File: src/rtl/hpri_pkg.sv
package hpri_pkg;

    // Vector low byte owned by request line idx: top_low minus two per line.
    function automatic logic [7:0] line_low(input int idx, input logic [7:0] top_low);
        return top_low - 8'(2 * idx);
    endfunction

endpackage

File: src/rtl/hpri_sel_reg.sv
module hpri_sel_reg #(
    parameter int unsigned ADDR_W   = 16,
    parameter logic [ADDR_W-1:0] REG_ADDR = 16'h001F,
    parameter logic [7:0]  RST_VAL  = 8'hF2
) (
    input  logic              clk,
    input  logic              rst_n,
    input  logic [ADDR_W-1:0] addr,
    input  logic              wr_en,
    input  logic [7:0]        wdata,
    input  logic              imask,
    output logic [7:0]        q,
    output logic [7:0]        rdata
);
    localparam logic [7:0] RST_CLEAN = {RST_VAL[7:1], 1'b0};

    logic hit;
    logic wr_ok;

    assign hit   = (addr == REG_ADDR);
    assign wr_ok = wr_en && hit && imask;

    always_ff @(posedge clk or negedge rst_n) begin
        if (!rst_n) begin
            q <= RST_CLEAN;
        end else if (wr_ok) begin
            q <= {wdata[7:1], 1'b0};
        end
    end

    always_comb begin
        rdata = hit ? q : 8'h00;
    end

    // a write while interrupts are enabled leaves the register untouched
    assert_wr_ignored_R2: assert property (@(posedge clk) disable iff (!rst_n)
        (wr_en && hit && !imask) |=> $stable(q));

    // bit 0 of the stored value is never set
    assert_bit0_zero_R3: assert property (@(posedge clk) disable iff (!rst_n)
        q[0] == 1'b0);

    // an accepted write lands in the register
    assert_wr_taken_R2: assert property (@(posedge clk) disable iff (!rst_n)
        (wr_en && hit && imask) |=> (q == {$past(wdata[7:1]), 1'b0}));

endmodule

File: src/rtl/hpri_pick.sv
module hpri_pick #(
    parameter int unsigned SRC_N   = 8,
    parameter logic [7:0]  TOP_LOW = 8'hF2
) (
    input  logic             clk,
    input  logic             rst_n,
    input  logic [SRC_N-1:0] req,
    input  logic             imask,
    input  logic [7:0]       prio,
    output logic             valid,
    output logic [7:0]       win_low
);
    import hpri_pkg::*;

    localparam int unsigned IW = (SRC_N > 1) ? $clog2(SRC_N) : 1;

    logic [SRC_N-1:0] match;
    logic [IW-1:0]    prom_idx;
    logic [IW-1:0]    win_idx;
    logic             any_req;

    // One comparator per line against the stored priority byte.
    for (genvar g = 0; g < SRC_N; g++) begin : g_match
        assign match[g] = (prio == line_low(g, TOP_LOW));
    end

    // Promoted line: the matching one, or line 0 (IRQ) if none matches.
    always_comb begin
        prom_idx = '0;
        for (int i = 0; i < SRC_N; i++) begin
            if (match[i]) prom_idx = IW'(i);
        end
    end

    // Winner: promoted line if pending, else the lowest-numbered pending line.
    always_comb begin
        win_idx = '0;
        for (int i = SRC_N - 1; i >= 0; i--) begin
            if (req[i]) win_idx = IW'(i);
        end
        if (req[prom_idx]) win_idx = prom_idx;
    end

    assign any_req = |req;
    assign valid   = any_req && !imask;
    assign win_low = line_low(int'(win_idx), TOP_LOW);

    // a presented winner is always a pending line
    assert_winner_pending_R5: assert property (@(posedge clk) disable iff (!rst_n)
        valid |-> req[win_idx]);

    // a pending promoted line is never overtaken
    assert_prom_wins_R6: assert property (@(posedge clk) disable iff (!rst_n)
        (valid && (|match) && (req & match) != '0) |-> (win_low == prio));

    // masked or idle means no valid output
    assert_masked_idle_R8: assert property (@(posedge clk) disable iff (!rst_n)
        (imask || req == '0) |-> !valid);

    // at most one line claims the stored byte
    assert_match_onehot_R6: assert property (@(posedge clk) disable iff (!rst_n)
        $onehot0(match));

endmodule

File: src/rtl/hpri_resolver.sv
module hpri_resolver #(
    parameter int unsigned SRC_N    = 8,
    parameter int unsigned ADDR_W   = 16,
    parameter logic [ADDR_W-1:0] REG_ADDR = 16'h001F,
    parameter logic [7:0]  TOP_LOW  = 8'hF2,
    parameter logic [7:0]  VEC_HI   = 8'hFF
) (
    input  logic              clk,
    input  logic              rst_n,
    input  logic [SRC_N-1:0]  req,
    input  logic              imask,
    input  logic [ADDR_W-1:0] addr,
    input  logic              wr_en,
    input  logic [7:0]        wdata,
    output logic [7:0]        rdata,
    output logic              irq_valid,
    output logic [15:0]       irq_vector
);
    logic [7:0] prio_q;
    logic [7:0] win_low;

    hpri_sel_reg #(
        .ADDR_W  (ADDR_W),
        .REG_ADDR(REG_ADDR),
        .RST_VAL (TOP_LOW)
    ) u_reg (
        .clk  (clk),
        .rst_n(rst_n),
        .addr (addr),
        .wr_en(wr_en),
        .wdata(wdata),
        .imask(imask),
        .q    (prio_q),
        .rdata(rdata)
    );

    hpri_pick #(
        .SRC_N  (SRC_N),
        .TOP_LOW(TOP_LOW)
    ) u_pick (
        .clk    (clk),
        .rst_n  (rst_n),
        .req    (req),
        .imask  (imask),
        .prio   (prio_q),
        .valid  (irq_valid),
        .win_low(win_low)
    );

    assign irq_vector = {VEC_HI, win_low};

    // upper vector byte is constant whenever a winner is shown
    assert_vec_hi_R8: assert property (@(posedge clk) disable iff (!rst_n)
        irq_valid |-> (irq_vector[15:8] == VEC_HI));

endmodule

File: config.mk
export PLATFORM = sky130hd
export DESIGN_NAME = hpri_resolver
export DESIGN_NICKNAME = d
export VERILOG_FILES = /design/src/rtl/hpri_pkg.sv /design/src/rtl/hpri_sel_reg.sv /design/src/rtl/hpri_pick.sv /design/src/rtl/hpri_resolver.sv
export SDC_FILE = /design/constraint.sdc
export NUM_CORES = 1
export LEC_CHECK = 0
export ABC_AREA = 0
export BUFFER_PORTS_ARGS = -buffer_cell sky130_fd_sc_hd__buf_4
export CAP_MARGIN = 10
export CORE_MARGIN = 10
export CORE_UTILIZATION = 30
export CTS_CLUSTER_DIAMETER = 30
export DETAILED_ROUTE_END_ITERATION = 7
export GPL_ROUTABILITY_DRIVEN = 0
export HOLD_SLACK_MARGIN = 0.12
export SYNTH_ARGS = -nofsm -noshare
export SYNTH_HDL_FRONTEND = slang
export SYNTH_SLANG_ARGS = --single-unit
File: constraint.sdc
create_clock -name clk -period 3 [get_ports clk]
set_input_delay 0.6 -clock clk [delete_from_list [all_inputs] [get_ports clk]]
set_output_delay 0.6 -clock clk [all_outputs]
set_load 0.05 [all_outputs]
==> results.ini, run 1 <==
[power]
power.density_nw_per_um2=239
leakage_nw=0.602
ir_drop_mv=0.160
fin_total_pwr_mw=0.306

[cts]
cts_tree=built
cts_sinks=7
clk-insertion-delay-late_ps=250
ctsHoldBuffers=0
clock_path_buffers=2
clock-root-buffer=clkbuf_4
clkTransAtPathRegs_ps=50
cts_max_level=1
numCtsBuffers=3

[timing]
final-hold-violation-count=0
finalSetupViolations=0
rsz0062_at_grt=true
fin_worst_skew_ps=0
fmax_mhz=339
finalCritPeriodShare_pct=98.4
timing.final.max_slew_violations=0
fin_crit_ps=2950
fin_setup_tns_ps=0

[worst_setup_path]
required_ps=2400
arrival_ps=2350
path_class=register to output port
end_kind=output port
worst_setup_path_start_kind=register
critical_path.max_fanout=5

[floorplanning]
fp.dieW_microns=72.5
die_area_sq_um=5250
start_util_pct=32.4
placementRows=18
die_h_microns=72.5
top_level_ports=61
core_area_sq_um=2540

[drt]
first_pass_iters=4
routed_wirelength_microns=2750
drc=0
vias=880
via_per_inst=4.84
drt_iter0_markers=28
ant_nets=0
routedWlPerCell_microns=15.1

[finish]
regMostFlops=u_reg.q
fill_cells=260
fin_nets=190
largest_register_ff_count=7
post-route-util_pct=50.4
diodes=0
largest_registers=u_reg.q (7)
stdcell_area_sq_um=1280
stdcell_count=182
area_delta_synth_final_pct=55.5
regArea_sq_um=183
multi_input_area_sq_um=594
drive_above_1_share_pct=49.3

[placement]
io_buffers=46
dp.cells=168
postPlaceCellArea_sq_um=1130
dp_hpwl_microns=2280

[global_routing]
antenna_found_initial=0
grt_pass1_vias=994
track_usage_pct=10.6
grt_max_degree=12
grt_pass1_wl_microns=4650
overflow=0

[logic_synthesis]
netlist_area_sq_um=826
synth-seq-cells=7
ys_types=40
synthesis.instances=98
synth.avg_cell_area_sq_um=8.43
synth-seq-area-share_pct=22.0
synth_edf_count=0
synth_flop_cell=dfstp_2
ys_async_sr_fraction_pct=100
synth_warnings=0

[status]
status=finished clean

[job]
cap_viol_max_count=0

[worst_hold_path]
hold_path.class=input pin to async pin

-- metal layers --
metal	wire, microns	vias to the layer above	global-route usage (%)	part of all wire [%]
met3	350	2	5.17	13
li1	-	446	-	-
met2	1410	38	19.2	51
met5	0	-	0	0
met1	986	394	10.0	36
met4	4	0	4.43	0.15
-- stage by stage --
step                      worst slack, ps  hold slack (ps)
final                                47.3              148
after global routing                 -102              134
after detailed placement              137              416
after CTS                            2.27              141
after global placement                141              413
after floorplan                       140              304
-- cells by family after synthesis --
kind of cell	synth area share (%)
flip-flops	22.0
buffers and inverters	15.6
AND/OR/NAND/NOR	31.1
adder cells (fa/ha/maj)	1.51
AO/OA/AOI/OAI	15.5
other	0.909
multiplexers	13.5
-- cell type report --
type	count	share of cell area, %
multi-input combinational	83	46.3
inverter	2	0.585
sequential	7	14.2
tap	30	2.92
timing repair buffer	56	33.9
clock buffer	4	2.05
-- final timing paths --
path,slack (ps),cells after the start,start,to
worst min register to register,610,1,u_reg.q[2],u_reg.q[2]
min in group clk,560,2,wdata[4],u_reg.q[4]
worst max register to register,2060,2,u_reg.q[4],u_reg.q[4]
worst min-delay path,150,1,rst_n,u_reg.q[3]
worst max-delay path,50,7,u_reg.q[6],irq_vector[3]
max in group asynchronous,2650,1,rst_n,u_reg.q[6]
-- cell usage after synthesis (2+ instances only) --
cell	n	area, sq um
nand4b_1	2	17.5
nor4_1	4	25.0
a31oi_1	3	18.8
o31ai_1	3	22.5
or3_1	2	12.5
inv_1	2	7.51
and2_1	6	37.5
conb_1	2	7.51
nand2_1	5	18.8
dfstp_2	5	131
nand3_1	4	20.0
o21bai_1	2	15.0
clkbuf_1	2	7.51
mux2_1	9	101
nor3_1	2	10.0
nor2_1	6	22.5
a21oi_1	2	10.0
nand4_1	2	12.5
buf_4	13	97.6
dfrtp_1	2	50.1
-- cell usage in the layout, fill, tap and decap left out, drive strengths merged, types with 4 or more instances in the layout --
| master | n |
|---|---|
| mux2 | 9 |
| clkbuf | 4 |
| nand3 | 4 |
| dfstp | 5 |
| nand2 | 5 |
| buf | 56 |
| conb | 13 |
| nor2 | 6 |
| nor4 | 4 |
| and2 | 6 |
-- power breakdown --
group / switching (mW) / total, mW / leakage [nW] / internal [mW]
clock network: 0.0355 / 0.0863 / 0.0150 / 0.0508
registers: 0.0000310 / 0.0949 / 0.0778 / 0.0949
logic: 0.0752 / 0.125 / 0.509 / 0.0499
-- timing repair --
action,in CTS,in global routing
gates cloned,0,0
buffers inserted,8,2
resized for setup,5,6
pin swaps,4,3
setup endpoints to repair,2,3
-- worst max-delay path, cell delays in order, from the launching register on --
cell,delay (ps)
dfstp_2,570
nand4b_1,200
o31ai_2,320
nand3_1,160
nand4_2,140
mux2_4,320
ha_4,270
buf_8,130
Power figures use the tool's default switching activity.
==> run 2: changes to the inputs <==
--- a/config.mk
+++ b/config.mk
@@ -14,6 +14,8 @@
 export DETAILED_ROUTE_END_ITERATION = 7
 export GPL_ROUTABILITY_DRIVEN = 0
 export HOLD_SLACK_MARGIN = 0.12
+export PLACE_DENSITY = 0.72
 export SYNTH_ARGS = -nofsm -noshare
 export SYNTH_HDL_FRONTEND = slang
 export SYNTH_SLANG_ARGS = --single-unit
+export TNS_END_PERCENT = 1
==> results.ini, run 2 (same netlist as run 1, synthesis figures left out) <==
[drt]
routed_wirelength_microns=2940
drc=0
first_pass_iters=4
drt_iter0_markers=60
via_per_inst=5.12
vias=927
ant_nets=0
routedWlPerCell_microns=16.3

[cts]
ctsHoldBuffers=0
cts_sinks=7
clk-insertion-delay-late_ps=250
cts_tree=built
clkTransAtPathRegs_ps=50
clock_path_buffers=2
cts_max_level=1
numCtsBuffers=3
clock-root-buffer=clkbuf_4

[worst_setup_path]
end_kind=output port
critical_path.max_fanout=5
cp_cell_sequence=nand4b_1 -> o31ai_2 -> nand3_1 -> nand4_2 -> mux2_4 -> ha_4 -> buf_8
worst_setup_path_start_kind=register
arrival_ps=2380
critPathTopFamily=flip-flops
worst-path-buf-inv=1
required_ps=2400
crit_slowest_cell=dfstp_2
path_class=register to output port
max_stage_delay_ps=570

[global_routing]
track_usage_pct=10.3
overflow=0
grt_max_degree=12
grt_pass1_vias=997
antenna_found_initial=0
grt_pass1_wl_microns=4560

[finish]
fin_nets=189
fill_cells=250
diodes=0
final_common_cell=buf_4
regMostFlops=u_reg.q
area_delta_synth_final_pct=54.7
largest_register_ff_count=7
largest_registers=u_reg.q (7)
final_cell_mix=buf_4 (53), conb_1 (13), mux2_1 (7)
drive_above_1_share_pct=50.3
stdcell_count=181

[placement]
io_buffers=46
dp_hpwl_microns=2340
dp.cells=168

[status]
status=finished clean

[timing]
finalCritPeriodShare_pct=99.4
timing.final.max_slew_violations=0
rsz0062_at_grt=true
final-hold-violation-count=0
fin_crit_ps=2980
fmax_mhz=335
finalSetupViolations=0
fin_worst_skew_ps=0
fin_setup_tns_ps=0

[floorplanning]
die_h_microns=72.5
placementRows=18
fp.dieW_microns=72.5
start_util_pct=32.4
top_level_ports=61
die_area_sq_um=5250
core_area_sq_um=2540

[power]
ir_drop_mv=0.195
power.density_nw_per_um2=241
leakage_nw=0.600

[job]
cap_viol_max_count=0

[worst_hold_path]
hold_path.class=input pin to async pin

## run 2: what timing repair did
action                                  in CTS  in global routing
hold endpoints to repair                     0                  0
endpoints found under the setup margin       2                  2
pin swaps                                    5                  5
gates resized for setup                      5                  7
buffers inserted                             7                  2
## run 2: report_power, final
group / switching (mW) / internal [mW] / total (mW)
registers: 0.0000330 / 0.0949 / 0.0949
logic: 0.0766 / 0.0492 / 0.126
clock network: 0.0358 / 0.0508 / 0.0866
total: 0.112 / 0.195 / 0.307
## run 2: layout make-up
cell class | instances | area (sq um) | share of cell area, %
multi-input cells | 83 | 598 | 46.8
repair buffers | 55 | 424 | 33.2
well taps | 30 | 37.5 | 2.94
inverters | 2 | 7.51 | 0.588
flip-flops and latches | 7 | 184 | 14.4
clock buffers | 4 | 26.3 | 2.06
## run 2: metrics by stage
stage	hold slack (ps)	cell area [sq um]	utilization, %	total power [mW]	setup slack, ps
6_report	151	1280	50.2	0.307	19.1
5_1_grt	140	1280	50.2	0.326	-50.3
4_1_cts	144	1230	48.5	0.304	12.3
3_5_place_dp	417	1130	44.6	0.213	126
3_3_place_gp	413	1130	44.6	0.211	144
2_1_floorplan	304	873	-	0.177	140
## run 2: worst paths after layout
kind / start / to / slack, ps / cells after the start
setup / recovery: u_reg.q[6] / irq_vector[3] / 20 / 7
hold / removal: rst_n / u_reg.q[3] / 150 / 1
setup reg to reg: u_reg.q[2] / u_reg.q[2] / 2000 / 2
hold reg to reg: u_reg.q[3] / u_reg.q[3] / 650 / 1
max in group asynchronous: rst_n / u_reg.q[1] / 2650 / 1
min in group clk: wdata[3] / u_reg.q[3] / 570 / 2
## run 2: metal layers
layer / share of wire (%) / vias up / GRT usage, %
met5: 0 / - / 0
met4: 0.58 / 0 / 2.53
met3: 9.3 / 2 / 3.67
met2: 51 / 40 / 19.4
met1: 39 / 441 / 10.4
li1: - / 444 / -
==> run 3: changes to the inputs <==
--- a/config.mk
+++ b/config.mk
@@ -15,6 +15,7 @@
 export GPL_ROUTABILITY_DRIVEN = 0
 export HOLD_SLACK_MARGIN = 0.12
 export PLACE_DENSITY = 0.72
+export REMOVE_ABC_BUFFERS = 1
 export SYNTH_ARGS = -nofsm -noshare
 export SYNTH_HDL_FRONTEND = slang
 export SYNTH_SLANG_ARGS = --single-unit
==> constraint.sdc (replaced) <==
create_clock -name clk -period 3.1 [get_ports clk]
set_input_delay 0.62 -clock clk [delete_from_list [all_inputs] [get_ports clk]]
set_output_delay 0.62 -clock clk [all_outputs]
set_load 0.05 [all_outputs]
==> results.ini, run 3 (same netlist as run 1, synthesis figures left out) <==
[timing]
fin_setup_tns_ps=0
fin_crit_ps=3050
fmax_mhz=328
timing.final.max_slew_violations=0
layout_setup_ws_ps=51.1
finalSetupViolations=0
fin_worst_skew_ps=0
finalCritPeriodShare_pct=98.4
final-hold-violation-count=0

[floorplanning]
die_h_microns=72.5
die_area_sq_um=5250
start_util_pct=32.4
placementRows=18
top_level_ports=61
core_area_sq_um=2540
fp.dieW_microns=72.5

[placement]
io_buffers=46
dp.cells=168
dp_hpwl_microns=2320
pre_cts_ws_ps=202

[cts]
clock_path_buffers=2
ctsHoldBuffers=0
numCtsBuffers=3
clock-root-buffer=clkbuf_4
cts_sinks=7
clk-insertion-delay-late_ps=260
cts_tree=built
cts_max_level=1
clkTransAtPathRegs_ps=50

[global_routing]
overflow=0
grt_max_degree=12
grt_pass1_wl_microns=4540
grt_pass1_vias=995
track_usage_pct=10.4
antenna_found_initial=0

[drt]
vias=923
routed_wirelength_microns=3020
drc=0
drt_iter0_markers=35
routedWlPerCell_microns=16.6
first_pass_iters=4
via_per_inst=5.07
ant_nets=0

[finish]
fin_nets=190
drive_above_1_share_pct=50.7
largest_registers=u_reg.q (7)
largest_register_ff_count=7
fill_cells=239
diodes=0
area_delta_synth_final_pct=55.3
stdcell_count=182
regMostFlops=u_reg.q
regArea_sq_um=184
final_cell_mix=buf_4 (54), conb_1 (13), mux2_1 (8)
final_common_cell=buf_4
multi_input_area_sq_um=599

[worst_setup_path]
arrival_ps=2430
critical_path.max_fanout=5
worst_setup_path_start_kind=register
required_ps=2480
end_kind=output port
r2r_cells=2
path_class=register to output port

[job]
cap_viol_max_count=0

[power]
power.density_nw_per_um2=232
leakage_nw=0.596
ir_drop_mv=0.209

[worst_hold_path]
hold_path.class=input pin to async pin

[status]
status=finished clean

==> run 3: report_power, final <==
part           switching, mW  internal [mW]  total (mW)
Clock                 0.0372         0.0493      0.0866
Sequential         0.0000333         0.0918      0.0918
Combinational         0.0733         0.0461       0.119
==> run 3: final cells by class <==
type / count / area share [%]
multi-input combinational: 83 / 46.7
timing repair buffer: 56 / 33.4
sequential: 7 / 14.3
tap: 30 / 2.93
clock buffer: 4 / 2.05
inverter: 2 / 0.585
==> run 3: worst paths after layout <==
path | from | to | slack [ps]
worst max-delay path | u_reg.q[7] | irq_vector[3] | 50
worst min-delay path | rst_n | u_reg.q[3] | 160
worst max register to register | u_reg.q[4] | u_reg.q[4] | 2180
worst min register to register | u_reg.q[2] | u_reg.q[2] | 650
max in group asynchronous | rst_n | u_reg.q[7] | 2730
min in group clk | wdata[4] | u_reg.q[4] | 580
==> run 3: metal layers <==
layer  vias to the layer above  GRT usage (%)  part of all wire [%]
met5                         -              0                     0
met4                         0           3.80                   1.7
met3                         5           3.54                   9.5
met2                        46           19.0                    50
met1                       425           10.6                    39
li1                        447              -                     -
==> run 3: worst max-delay path, stage by stage, from the launching register on <==
cell and delay, ps:
dfstp_2 570, nand4b_1 200, o31ai_2 340, nand3_1 170, nand4_2 160, mux2_4 320, ha_4 270, buf_6 150
==> run 3: stage by stage <==
step                      cell area (sq um)  hold WS [ps]  power [mW]  util [%]
after detailed placement               1130           439       0.205      44.3
final                                  1280           161       0.298      50.4
after global routing                   1280           156       0.313      50.4
after floorplan                         746           324       0.159         -
after global placement                 1130           433       0.204      44.3
after CTS                              1220           156       0.294      47.8
==> run 3: repair_timing <==
action                                 4_1_cts  5_1_grt
setup endpoints to repair                    1        1
setup buffers                                6        4
gates cloned                                 0        0
pin swaps                                    1        5
resized for setup                            4        7
endpoints found under the hold margin        0        0
